===== config.mk =====
export PLATFORM = sky130hd
export DESIGN_NAME = lane_pair_distributor
export DESIGN_NICKNAME = d
export VERILOG_FILES = /design/src/rtl/lpd_pkg.sv /design/src/rtl/lpd_step_counter.sv /design/src/rtl/lpd_lane_decode.sv /design/src/rtl/lane_pair_distributor.sv
export SDC_FILE = /design/constraint.sdc
export NUM_CORES = 1
export LEC_CHECK = 0
export BUFFER_PORTS_ARGS = -buffer_cell sky130_fd_sc_hd__buf_2
export CORE_MARGIN = 1.5
export CORE_UTILIZATION = 40
export DETAILED_ROUTE_END_ITERATION = 6
export PLACE_DENSITY = 0.68
export REMOVE_ABC_BUFFERS = 1
export SYNTH_ARGS = -nofsm -noshare
export SYNTH_HDL_FRONTEND = slang
export SYNTH_HIERARCHICAL = 1
export SYNTH_SLANG_ARGS = --single-unit

===== constraint.sdc =====
create_clock -name clk -period 1.4 [get_ports clk]
set_input_delay 0.28 -clock clk [delete_from_list [all_inputs] [get_ports clk]]
set_output_delay 0.28 -clock clk [all_outputs]
set_load 0.01 [all_outputs]

===== src/rtl/lpd_pkg.sv =====
package lpd_pkg;
   // Which clock edge moves the lane selection forward.
   typedef enum logic {
      STEP_SAME_EDGE     = 1'b0,
      STEP_OPPOSITE_EDGE = 1'b1
   } step_edge_e;
endpackage


===== src/rtl/lpd_step_counter.sv =====
module lpd_step_counter
   import lpd_pkg::*;
#(
   parameter int         CNT_W     = 4,
   parameter step_edge_e STEP_EDGE = STEP_OPPOSITE_EDGE
) (
   input  logic             clk,
   input  logic             rst_n,
   input  logic             adv,
   output logic [CNT_W-1:0] count
);
   if (CNT_W < 1) begin : g_bad_width
      $error("lpd_step_counter: CNT_W must be at least 1");
   end

   if (STEP_EDGE == STEP_OPPOSITE_EDGE) begin : g_neg
      // Advance request is captured on the rising edge together with the
      // lane data, then applied on the falling edge, so the selection never
      // changes near a capture edge.
      logic adv_q;
      always_ff @(posedge clk or negedge rst_n) begin
         if (!rst_n) adv_q <= 1'b0;
         else        adv_q <= adv;
      end
      always_ff @(negedge clk or negedge rst_n) begin
         if (!rst_n)     count <= '0;
         else if (adv_q) count <= count + 1'b1;
      end
   end else begin : g_pos
      always_ff @(posedge clk or negedge rst_n) begin
         if (!rst_n)   count <= '0;
         else if (adv) count <= count + 1'b1;
      end
   end
endmodule


===== src/rtl/lpd_lane_decode.sv =====
module lpd_lane_decode #(
   parameter int LANES   = 8,
   parameter int SEL_W   = 3,
   parameter int GROUP_W = 1,
   localparam int CNT_W  = SEL_W + GROUP_W
) (
   input  logic [CNT_W-1:0] count,
   output logic [LANES-1:0] onehot
);
   logic [SEL_W-1:0] lane_idx;
   assign lane_idx = count[CNT_W-1:GROUP_W];

   for (genvar i = 0; i < LANES; i++) begin : g_lane
      assign onehot[i] = (lane_idx == SEL_W'(i));
   end
endmodule


===== src/rtl/lane_pair_distributor.sv =====
module lane_pair_distributor
   import lpd_pkg::*;
#(
   parameter int         LANES     = 8,
   parameter int         GROUP     = 2,
   parameter step_edge_e STEP_EDGE = STEP_OPPOSITE_EDGE
) (
   input  logic             clk,
   input  logic             rst_n,
   input  logic             in_valid,
   input  logic             in_bit,
   output logic             lane_din,
   output logic [LANES-1:0] lane_cap_en,
   input  logic             out_req,
   input  logic [LANES-1:0] lane_dout,
   output logic [LANES-1:0] lane_shift_en,
   output logic             out_bit
);
   localparam int SEL_W   = $clog2(LANES);
   localparam int GROUP_W = $clog2(GROUP);
   localparam int CNT_W   = SEL_W + GROUP_W;

   if (LANES < 2 || (1 << SEL_W) != LANES) begin : g_bad_lanes
      $error("lane_pair_distributor: LANES must be a power of two >= 2");
   end
   if (GROUP < 1 || (1 << GROUP_W) != GROUP) begin : g_bad_group
      $error("lane_pair_distributor: GROUP must be a power of two >= 1");
   end

   logic [CNT_W-1:0] in_cnt;
   logic [CNT_W-1:0] out_cnt;
   logic [LANES-1:0] in_sel;
   logic [LANES-1:0] out_sel;

   // Ingress: one counter, one decoder, broadcast data.
   lpd_step_counter #(.CNT_W(CNT_W), .STEP_EDGE(STEP_EDGE)) u_in_cnt (
      .clk   (clk),
      .rst_n (rst_n),
      .adv   (in_valid),
      .count (in_cnt)
   );

   lpd_lane_decode #(.LANES(LANES), .SEL_W(SEL_W), .GROUP_W(GROUP_W)) u_in_dec (
      .count  (in_cnt),
      .onehot (in_sel)
   );

   assign lane_din    = in_bit;
   assign lane_cap_en = in_sel & {LANES{in_valid}};

   // Egress: its own counter, so output order is independent of input.
   lpd_step_counter #(.CNT_W(CNT_W), .STEP_EDGE(STEP_EDGE)) u_out_cnt (
      .clk   (clk),
      .rst_n (rst_n),
      .adv   (out_req),
      .count (out_cnt)
   );

   lpd_lane_decode #(.LANES(LANES), .SEL_W(SEL_W), .GROUP_W(GROUP_W)) u_out_dec (
      .count  (out_cnt),
      .onehot (out_sel)
   );

   assign lane_shift_en = out_sel & {LANES{out_req}};
   assign out_bit       = |(lane_dout & out_sel);
endmodule


==> results of run 1 <==
-- final timing paths --
kind | startpoint | to | slack, ps | cells after the start
worst min register to register | u_in_cnt/count[0] | u_in_cnt/count[0] | 480 | 1
min in group asynchronous | rst_n | u_in_cnt/g_neg.adv_q | 430 | 2
worst min-delay path | in_valid | u_in_cnt/g_neg.adv_q | 220 | 1
worst max register to register | u_in_cnt/g_neg.adv_q | u_in_cnt/count[1] | -190 | 1
max in group asynchronous | rst_n | u_out_cnt/count[3] | 170 | 2
worst max-delay path | u_out_cnt/count[1] | out_bit | -1060 | 5
-- sequential cells by signal, indices dropped and copies added, names as in the netlist --
| name | cells |
|---|---|
| u_in_cnt/g_neg.adv_q | 1 |
| u_out_cnt/g_neg.adv_q | 1 |
| u_in_cnt/count | 4 |
| u_out_cnt/count | 4 |
-- power groups by stage --
stage / clock network [mW] / logic (mW) / registers (mW)
after detailed placement: 0 / 0.929 / 0.609
after floorplan: 0 / 0.517 / 0.606
after global routing: 0.276 / 1.64 / 0.645
final: 0.259 / 1.52 / 0.618
after CTS: 0.267 / 1.23 / 0.593
after global placement: 0 / 0.913 / 0.597
-- cells by family after synthesis --
family	synth area share
AND/OR/NAND/NOR	0.398
flip-flops	0.388
XOR/XNOR	0.0816
AO/OA/AOI/OAI	0.0466
multiplexers	0.0349
adder cells (fa/ha/maj)	0.0388
buffers and inverters	0.0117
-- layout by cell type, fill, tap and decap left out, drive strengths merged, types with 3 or more instances in the layout --
master,synthesis,final
nor3b,6,6
xnor2,4,4
clkbuf,0,4
buf,1,49
a22oi,4,4
and2,16,16
nand4,3,3
and3b,6,6
dfrtn,8,8
-- per-layer routing --
metal  wire (um)  global-route usage  up-vias  part of all wire
li1            -                   -      329                 -
met1         761               0.212      326              0.43
met2         978               0.281       11              0.55
met3          42              0.0128        0             0.024
met4           0              0.0545        0                 0
met5           0                   0        -                 0
-- stage by stage --
step	cell area (um2)	std cells	total power, mW
6_report	1140	131	2.40
5_1_grt	1140	131	2.56
4_1_cts	1030	127	2.09
3_5_place_dp	872	115	1.54
3_3_place_gp	872	115	1.51
2_1_floorplan	637	61	1.12
-- timing repair --
item	4_1_cts	5_1_grt
pin swaps	19	6
hold buffers	1	0
setup endpoints to repair	25	25
setup buffers	7	5
hold endpoints to repair	2	0
gates resized for setup	17	21
-- worst max-delay path, stage by stage, from the launching register on --
cell,delay (ps)
dfrtn_1,400
buf_6,140
nor3_1,280
a22oi_1,160
nand4_1,110
buf_2,130
-- layout make-up --
type / count / share of cell area
clock buffers: 4 / 0.0317
multi-input cells: 51 / 0.408
flip-flops and latches: 10 / 0.219
well taps: 16 / 0.0175
repair buffers: 50 / 0.325
==> results by group, run 1 <==
Run
  • Max cap viols: 0

Synth
  • Ranking of synthesized cells by area: dfrtn_1 (31%), and2_1 (16%), and3b_2 (9.3%)
  • Synth Flop Type: dfrtn_1
  • Cells after synthesis: 62
  • Most common cell in the netlist: and2_1
  • #FFs+latches synth: 10
  • Largest area contributor in the synthesized netlist: dfrtn_1
  • Sequential fraction of the synthesis area: 0.388
  • Ys Warns: 6
  • Synth cell count leaders: and2_1 (16), dfrtn_1 (8), and3b_2 (6), nor3b_1 (6)
  • Asr flop ratio synth: 1.00
  • Mean Syn Cell Area: between 10 and 15 um2
  • Synth cell types: 15
  • Post-synth EDFFs: 0
  • Synthesized cell area: 644 um2
  • Top cell type's share of synthesized area: 0.311

Timing
  • Worst-Margin Slew: 347 ps
  • RSZ-0062 raised after global routing: true
  • Worst hold slack: 217 ps
  • Slew headroom: 0.767
  • Setup ws final: -1060 ps
  • Final hold violation count: 0
  • Setup_tns: -16140 ps
  • Skew final: between 10 and 15 ps
  • Final setup violation count: 25
  • Pins Over Slew Limit: 0

Worst setup path
  • Max Fanout on Critical Path: 4
  • CP Capture Type: primary output
  • Critical Path RT: 1120 ps
  • Crit path DAT: 2180 ps
  • CP Class: reg -> out
  • Startpoint Class: flip-flop

Clock tree
  • Sink Count: 10
  • Worst skew pair latency: 270 ps
  • Htree depth: 1
  • Clock slew at reported path FFs: 70 ps
  • CTS tree: yes
  • Root Driver: clkbuf_4
  • Clk buf depth: 2
  • Cts bufs inserted: 3

Power and ir drop
  • Share of power burned in registers: 0.258
  • Clock Power Share: 0.108
  • Leak: 0.589 nW
  • VDD IR max: 1.02 mV
  • Sw Share: 0.355
  • PD cells: 2090 nW/um2
  • Logic pwr share: 0.634
  • P_sw: 851 uW
  • P_int: 1.55 mW

Outcome
  • Outcome: finished with violations
  • Violated checks: negative setup slack

Finish
  • Nets: 131
  • Fillers: 98
  • Multi-input logic area: between 400 and 500 um2
  • Area growth syn-to-layout: 77.7%
  • Final Util: 0.760
  • Diodes inserted: 0
  • Ratio of cells with drive above 1 in the final layout: 0.678
  • Sequential cell area: between 200 and 300 um2

Global routing
  • Initial antenna violation count: 0
  • Vias in the first global route: between 500 and 600
  • Largest net degree at the start of global routing: 11
  • First-pass GRT wire length: 2.33 mm
  • Global route overflow: 0
  • All-Layer GR Usage: 0.163

Detailed routing
  • Wirelength per Cell: 13.6 um
  • DRT iter0 DRCs: 8
  • Final WL: 1.78 mm
  • Drt via density: between 5 and 6
  • DRT antenna net count: 0
  • DR pass1 iterations: 4
  • Vias: 666
  • Post-route DRC: 0

Floorplan
  • Initial Util: 0.428
  • Die H: 43.1 um
  • Core region area: 1510 um2
  • IO Pins: 31
  • Die X-Extent: 43.1 um
  • Die area: ~1900 um2
  • # rows: 14

Place
  • Place WS: -753 ps
  • I/O Buffers: 28
  • HPWL Detailed: 986 um
  • Routability-driven placement congestion ratio: 0.735

Min path
  • Worst Hold Class: in -> reg
No activity file was read; power rests on OpenSTA's default activity.
==> inputs of run 2 (changes only) <==
Settings changed: CTS_BUF_LIST from default to sky130_fd_sc_hd__clkbuf_16, PLACE_DENSITY 0.68 to 0.69, SYNTH_HIERARCHICAL 1 to default.
==> results by group, run 2 <==
Min path
  • Hold Path End: u_out_cnt.g_neg.adv_q (was u_in_cnt/g_neg.adv_q)
  • Worst Hold Class: in -> reg (unchanged)
  • Worst Hold Path Cells: 1 (unchanged)
  • Hold_sp: out_req (was in_valid)

Floorplan
  • Core region area: 1330 um2 (was 1510 um2)
  • # rows: 13 (was 14)
  • Die H: 41.5 um (was 43.1 um)
  • Die area: 1720 um2 (was 1860 um2)
  • IO Pins: 31 (unchanged)
  • Die X-Extent: 41.5 um (was 43.1 um)
  • Initial Util: 0.445 (was 0.428)

Synth
  • #FFs+latches synth: 10 (unchanged)
  • Ranking of synthesized cells by area: dfrtn_1 (34%), dfrtp_1 (8.4%), nor2_1 (7.6%) (was dfrtn_1 (31%), and2_1 (16%), and3b_2 (9.3%))
  • Asr flop ratio synth: 1.00 (unchanged)
  • Mean Syn Cell Area: 9.12 um2 (was 10.4 um2)
  • Synth cell types: 20 (was 15)
  • Top cell type's share of synthesized area: 0.338 (was 0.311)
  • Synthesized cell area: 593 um2 (was 644 um2)
  • Post-synth EDFFs: 0 (unchanged)
  • Ys Warns: 0 (was 6)
  • Synth Flop Type: dfrtn_1 (unchanged)
  • Largest area contributor in the synthesized netlist: dfrtn_1 (unchanged)
  • Sequential fraction of the synthesis area: 0.422 (was 0.388)
  • Synth cell count leaders: nor2_1 (12), dfrtn_1 (8), nand2_1 (8) (was and2_1 (16), dfrtn_1 (8), and3b_2 (6), nor3b_1 (6))
  • Cells after synthesis: 65 (was 62)
  • Most common cell in the netlist: nor2_1 (was and2_1)

Detailed routing
  • DRT antenna net count: 0 (unchanged)
  • Post-route DRC: 0 (unchanged)
  • Drt via density: 4.85 (was 5.08)
  • DRT iter0 DRCs: 14 (was 8)
  • Final WL: 1.60 mm (was 1.78 mm)
  • DR pass1 iterations: 4 (unchanged)
  • Wirelength per Cell: 12.3 um (was 13.6 um)
  • Vias: 631 (was 666)

Finish
  • Fillers: 76 (was 98)
  • Nets: 131 (unchanged)
  • Commonest non-fill, non-tap cell in the layout: buf_2 (unchanged)
  • Area growth syn-to-layout: 83.8% (was 77.7%)
  • Ratio of cells with drive above 1 in the final layout: 0.609 (was 0.678)
  • Fin cells: 130 (was 131)
  • Most frequent cells in the layout: buf_2 (28), buf_4 (12), nor2_1 (9), buf_6 (9), dfrtn_1 (8) (was buf_2 (25), buf_6 (15), and2_1 (13))
  • Final instance area: 1090 um2 (was 1140 um2)
  • Largest registers: u_in_cnt.count x4, u_out_cnt.count x4 (was u_in_cnt/count x4, u_out_cnt/count x4)
  • Diodes inserted: 0 (unchanged)

Worst setup path
  • Cell-by-cell trace of the critical path: buf_4, a21oi_1, a211oi_1, or3_1, buf_2 (was buf_6, nor3_1, a22oi_1, nand4_1, buf_2)
  • CP max-delay cell: dfrtn_1 (unchanged)
  • Delay-heaviest family, CP: flip-flops (unchanged)
  • CP Class: reg -> out (unchanged)
  • CP Buf/Inv Count: 2 (unchanged)
  • Max Fanout on Critical Path: 6 (was 4)
  • Startpoint Class: flip-flop (unchanged)
  • R2r worst-path depth: 1 (unchanged)
  • Critical Path RT: 1120 ps (about the same)
  • R2R setup slack: -180 ps (was -190 ps)
  • Reg2reg start: u_out_cnt.g_neg.adv_q (was u_in_cnt/g_neg.adv_q)
  • Worst flop-to-flop path endpoint: u_out_cnt.count[1] (was u_in_cnt/count[1])
  • CP Capture Type: primary output (unchanged)
  • Slowest stage delay, CP: 400 ps (about the same)
  • Crit path DAT: 2240 ps (was 2180 ps)

Power and ir drop
  • Sw Share: 0.357 (was 0.355)
  • PD cells: 2350 nW/um2 (was 2090 nW/um2)
  • P_sw: 914 uW (was 851 uW)
  • Clock Power Share: 0.193 (was 0.108)
  • Leak: 0.574 nW (was 0.589 nW)
  • Logic pwr share: 0.574 (was 0.634)
  • VDD IR max: 1.35 mV (was 1.02 mV)
  • Share of power burned in registers: 0.233 (was 0.258)
  • P_int: 1.65 mW (was 1.55 mW)
  • Pwr Total: 2.56 mW (was 2.40 mW)

Timing
  • Worst hold slack: 214 ps (was 217 ps)
  • Setup ws final: -1120 ps (was -1060 ps)
  • Slew headroom: 0.850 (was 0.767)
  • Skew final: 34.6 ps (was 10.0 ps)
  • Final hold violation count: 0 (unchanged)
  • RSZ-0062 raised after global routing: true (unchanged)
  • Worst-Margin Slew: 225 ps (was 347 ps)
  • Final setup violation count: 25 (unchanged)
  • Setup_tns: -14540 ps (was -16140 ps)
  • Pins Over Slew Limit: 0 (unchanged)

Global routing
  • Initial antenna violation count: 0 (unchanged)
  • First-pass GRT wire length: 2.42 mm (was 2.33 mm)
  • Largest net degree at the start of global routing: 11 (unchanged)
  • All-Layer GR Usage: 0.186 (was 0.163)
  • Global route overflow: 0 (unchanged)
  • Vias in the first global route: 540 (was 563)

Place
  • Area post-placement: 811 um2 (was 872 um2)
  • I/O Buffers: 28 (unchanged)
  • Placed insts: 116 (was 115)
  • HPWL Detailed: 1.04 mm (was 986 um)
  • Routability-driven placement congestion ratio: 0.708 (was 0.735)

Clock tree
  • Root Driver: clkbuf_16 (was clkbuf_4)
  • Clk buf depth: 2 (unchanged)
  • Cts bufs inserted: 3 (unchanged)
  • Htree depth: 1 (unchanged)
  • Clock slew at reported path FFs: 40 ps (was 70 ps)
  • CTS tree: yes (unchanged)
  • Sink Count: 10 (unchanged)
  • Worst skew pair latency: 270 ps (about the same)

Outcome
  • Outcome: finished with violations (unchanged)
  • Violated checks: negative setup slack (unchanged)

Run
  • Max cap viols: 0 (unchanged)
==> run 2: cell count changes in the layout (fill, tap and decap cells not counted), sizes merged, moves of 2 or more <==
| cell | before | now |
|---|---|---|
| nand2b | 0 | 6 |
| nor3 | 2 | 5 |
| nor3b | 6 | 0 |
| a22oi | 4 | 0 |
| and3b | 6 | 0 |
| and3 | 2 | 0 |
| nand2 | 2 | 8 |
| nor2 | 0 | 12 |
| and2 | 16 | 0 |
| mux2i | 0 | 3 |
==> run 2: metal layers <==
layer / part of all wire / wire [um] / track usage / up-vias
met5: 0 / 0 / 0 / -
met4: 0.0050 / 8 / 0.0581 / 0
met3: 0.036 / 58 / 0.0696 / 2
met2: 0.51 / 815 / 0.300 / 13
met1: 0.45 / 717 / 0.229 / 299
li1: - / - / - / 317
==> run 2: cells by family after synthesis <==
kind of cell,Yosys count,synth area share
and+or+nand+nor,34,0.264
buffers and inverters,5,0.0590
adders and majority gates,2,0.0422
muxes,5,0.0886
xor gates and xnor gates,6,0.0886
AOI/OAI and AO/OA,3,0.0359
DFF,10,0.422
==> run 2: metrics by stage <==
step	util	setup slack [ps]
6_report	0.817	-1120
5_1_grt	0.817	-1190
4_1_cts	0.744	-1120
3_5_place_dp	0.608	-858
3_3_place_gp	0.608	-834
2_1_floorplan	-	-858
==> run 2: worst max path at each step <==
stage,start,endpoint,slack (ps),depth (start not counted)
6_report,u_out_cnt.count[1],out_bit,-1120,5
5_1_grt,u_out_cnt.count[1],out_bit,-1190,4
4_1_cts,u_out_cnt.count[1],out_bit,-1120,4
3_5_place_dp,u_out_cnt.count[1],out_bit,-860,4
3_3_place_gp,u_out_cnt.count[1],out_bit,-830,4
2_1_floorplan,u_out_cnt.count[1],out_bit,-860,3
==> run 2: final cells by class <==
type	instances	area [um2]	share of cell area
clock buffers	3	75.1	0.0689
clock inverters	1	3.75	0.00344
inverters	1	3.75	0.00344
multi-input cells	50	395	0.363
flip-flops and latches	10	251	0.231
well taps	15	18.8	0.0172
repair buffers	50	342	0.313
==> run 2: power groups by stage <==
| stage | clock, mW | sequential, mW | combinational (mW) |
|---|---|---|---|
| finish | 0.495 | 0.597 | 1.47 |
| detailed placement | 0 | 0.585 | 0.965 |
| global placement | 0 | 0.576 | 0.938 |
| global route | 0.522 | 0.623 | 1.58 |
| CTS | 0.506 | 0.598 | 1.20 |
| floorplan | 0 | 0.607 | 0.485 |
==> run 2: timing repair <==
item | in CTS | in global routing
hold buffers | 1 | 0
endpoints found under the hold margin | 2 | 0
setup buffers | 3 | 6
setup endpoints to repair | 25 | 25
pin swaps | 8 | 3
resized for setup | 18 | 12
==> inputs of run 3 (changes only) <==
Settings changed: CORE_ASPECT_RATIO from default to 0.75, CORE_UTILIZATION 40 to 28, PLACE_DENSITY 0.69 to 0.51, SETUP_SLACK_MARGIN from default to 0.02.
==> results by group, run 3 (synthesized netlist as in run 2, its figures left out) <==
Clock tree
  • CTS tree: yes (unchanged)
  • Cts bufs inserted: 3 (unchanged)
  • Sink Count: 10 (unchanged)
  • Htree depth: 1 (unchanged)
  • Clock slew at reported path FFs: 40 ps (about the same)
  • Worst skew pair latency: 270 ps (about the same)
  • Root Driver: clkbuf_16 (unchanged)
  • Clk buf depth: 2 (unchanged)

Min path
  • Worst Hold Class: in -> reg (unchanged)
  • Worst Hold Path Cells: 1 (unchanged)
  • Hold_sp: out_req (unchanged)
  • Hold Path End: u_out_cnt.g_neg.adv_q (unchanged)

Timing
  • Slew headroom: 0.805 (was 0.850)
  • Worst-Margin Slew: 292 ps (was 225 ps)
  • Setup ws final: -1110 ps (was -1120 ps)
  • Worst hold slack: 223 ps (was 214 ps)
  • Pins Over Slew Limit: 0 (unchanged)
  • Skew final: 36.1 ps (was 34.6 ps)
  • RSZ-0062 raised after global routing: true (unchanged)
  • Setup_tns: -14680 ps (was -14540 ps)
  • Final hold violation count: 0 (unchanged)
  • Final setup violation count: 25 (unchanged)

Floorplan
  • # rows: 14 (was 13)
  • Die area: 2410 um2 (was 1720 um2)
  • Initial Util: 0.297 (was 0.445)
  • Die X-Extent: 56.1 um (was 41.5 um)
  • Die H: 42.9 um (was 41.5 um)
  • Core region area: 2000 um2 (was 1330 um2)
  • IO Pins: 31 (unchanged)

Detailed routing
  • Final WL: 1.52 mm (was 1.60 mm)
  • Met1 WL: 712 um (was 717 um)
  • Drt via density: 4.48 (was 4.85)
  • DR pass1 iterations: 4 (unchanged)
  • Wirelength per Cell: 11.1 um (was 12.3 um)
  • Met2 WL: 752 um (was 815 um)
  • DRT antenna net count: 0 (unchanged)
  • Highest Signal Layer: met4 (unchanged)
  • WL met3: 35 um (was 58 um)
  • DRT iter0 DRCs: 14 (unchanged)
  • Post-route DRC: 0 (unchanged)
  • Vias: 614 (was 631)

Global routing
  • Global route overflow: 0 (unchanged)
  • Largest net degree at the start of global routing: 11 (unchanged)
  • First-pass GRT wire length: 2.46 mm (was 2.42 mm)
  • Initial antenna violation count: 0 (unchanged)
  • Vias in the first global route: 573 (was 540)
  • All-Layer GR Usage: 0.134 (was 0.186)

Outcome
  • Violated checks: negative setup slack (unchanged)
  • Outcome: finished with violations (unchanged)

Worst setup path
  • Cell-by-cell trace of the critical path: mux2i_1, a211oi_1, or3_1, buf_2 (was buf_4, a21oi_1, a211oi_1, or3_1, buf_2)
  • Startpoint Class: flip-flop (unchanged)
  • R2R setup slack: -170 ps (was -180 ps)
  • CP max-delay cell: dfrtn_1 (unchanged)
  • Slowest stage delay, CP: 490 ps (was 400 ps)
  • Reg2reg start: u_out_cnt.g_neg.adv_q (unchanged)
  • R2r worst-path depth: 1 (unchanged)
  • CP Capture Type: primary output (unchanged)
  • Worst flop-to-flop path endpoint: u_out_cnt.count[1] (unchanged)
  • Crit path DAT: 2230 ps (was 2240 ps)
  • Max Fanout on Critical Path: 5 (was 6)
  • CP Class: reg -> out (unchanged)
  • Critical Path RT: 1120 ps (about the same)

Finish
  • Nets: 130 (was 131)
  • Diodes inserted: 0 (unchanged)
  • Commonest non-fill, non-tap cell in the layout: buf_2 (unchanged)
  • Most frequent cells in the layout: buf_2 (28), buf_4 (13), nor2_1 (9) (was buf_2 (28), buf_4 (12), nor2_1 (9), buf_6 (9), dfrtn_1 (8))
  • Area growth syn-to-layout: 82.7% (was 83.8%)
  • Ratio of cells with drive above 1 in the final layout: 0.619 (was 0.609)
  • Final Util: 0.543 (was 0.817)
  • Largest registers: u_in_cnt.count x4, u_out_cnt.count x4 (unchanged)

Place
  • Routability-driven placement congestion ratio: 0.671 (was 0.708)
  • Place WS: -851 ps (was -858 ps)
  • I/O Buffers: 28 (unchanged)
  • HPWL Detailed: 1.03 mm (was 1.04 mm)

Power and ir drop
  • Leak: 0.569 nW (was 0.574 nW)
  • PD cells: 2330 nW/um2 (was 2350 nW/um2)
  • VDD IR max: 1.25 mV (was 1.35 mV)

Run
  • Max cap viols: 0 (unchanged)
[run 3: metrics by stage]
| step | total power [mW] | instance area, um2 | instances |
|---|---|---|---|
| floorplan | 1.09 | 562 | 61 |
| global placement | 1.53 | 822 | 125 |
| detailed placement | 1.55 | 822 | 125 |
| CTS | 2.28 | 996 | 132 |
| global route | 2.71 | 1080 | 137 |
| finish | 2.52 | 1080 | 137 |
[run 3: repair_timing]
action / 4_1_cts / 5_1_grt
gates resized for setup: 16 / 13
endpoints found under the hold margin: 2 / 0
endpoints found under the setup margin: 25 / 25
hold buffers: 1 / 0
buffers inserted: 3 / 6
pin swaps: 9 / 3
[run 3: how the worst max path moves through the flow]
stage / from / end / slack (ps)
floorplan: u_out_cnt.count[1] / out_bit / -860
global placement: u_out_cnt.count[1] / out_bit / -840
detailed placement: u_out_cnt.count[1] / out_bit / -850
CTS: u_out_cnt.count[1] / out_bit / -1110
global route: u_out_cnt.count[1] / out_bit / -1190
finish: u_out_cnt.count[1] / out_bit / -1110
[run 3: layer usage]
layer,up-vias,global-route usage
li1,313,-
met1,292,0.158
met2,5,0.231
met3,4,0.0457
met4,0,0.0429
met5,-,0
[run 3: worst max-delay path: cells and delay by family (launching register included)]
kind	cells	cell delay [ps]
buffers and inverters	1	140
AND/OR/NAND/NOR	1	340
flip-flops	1	490
multiplexers	1	210
AO/OA/AOI/OAI	1	80
[run 3: cell type report]
class	instances	area [um2]
repair buffers	49	327
fillers	180	913
flip-flops and latches	10	251
well taps	24	30.0
clock buffers	3	75.1
multi-input cells	50	397
inverters	1	3.75
[run 3: where the power goes]
group / switching, mW / internal (mW) / leakage (nW)
clock: 0.120 / 0.369 / 0.0370
sequential: 0.182 / 0.427 / 0.116
combinational: 0.581 / 0.846 / 0.416
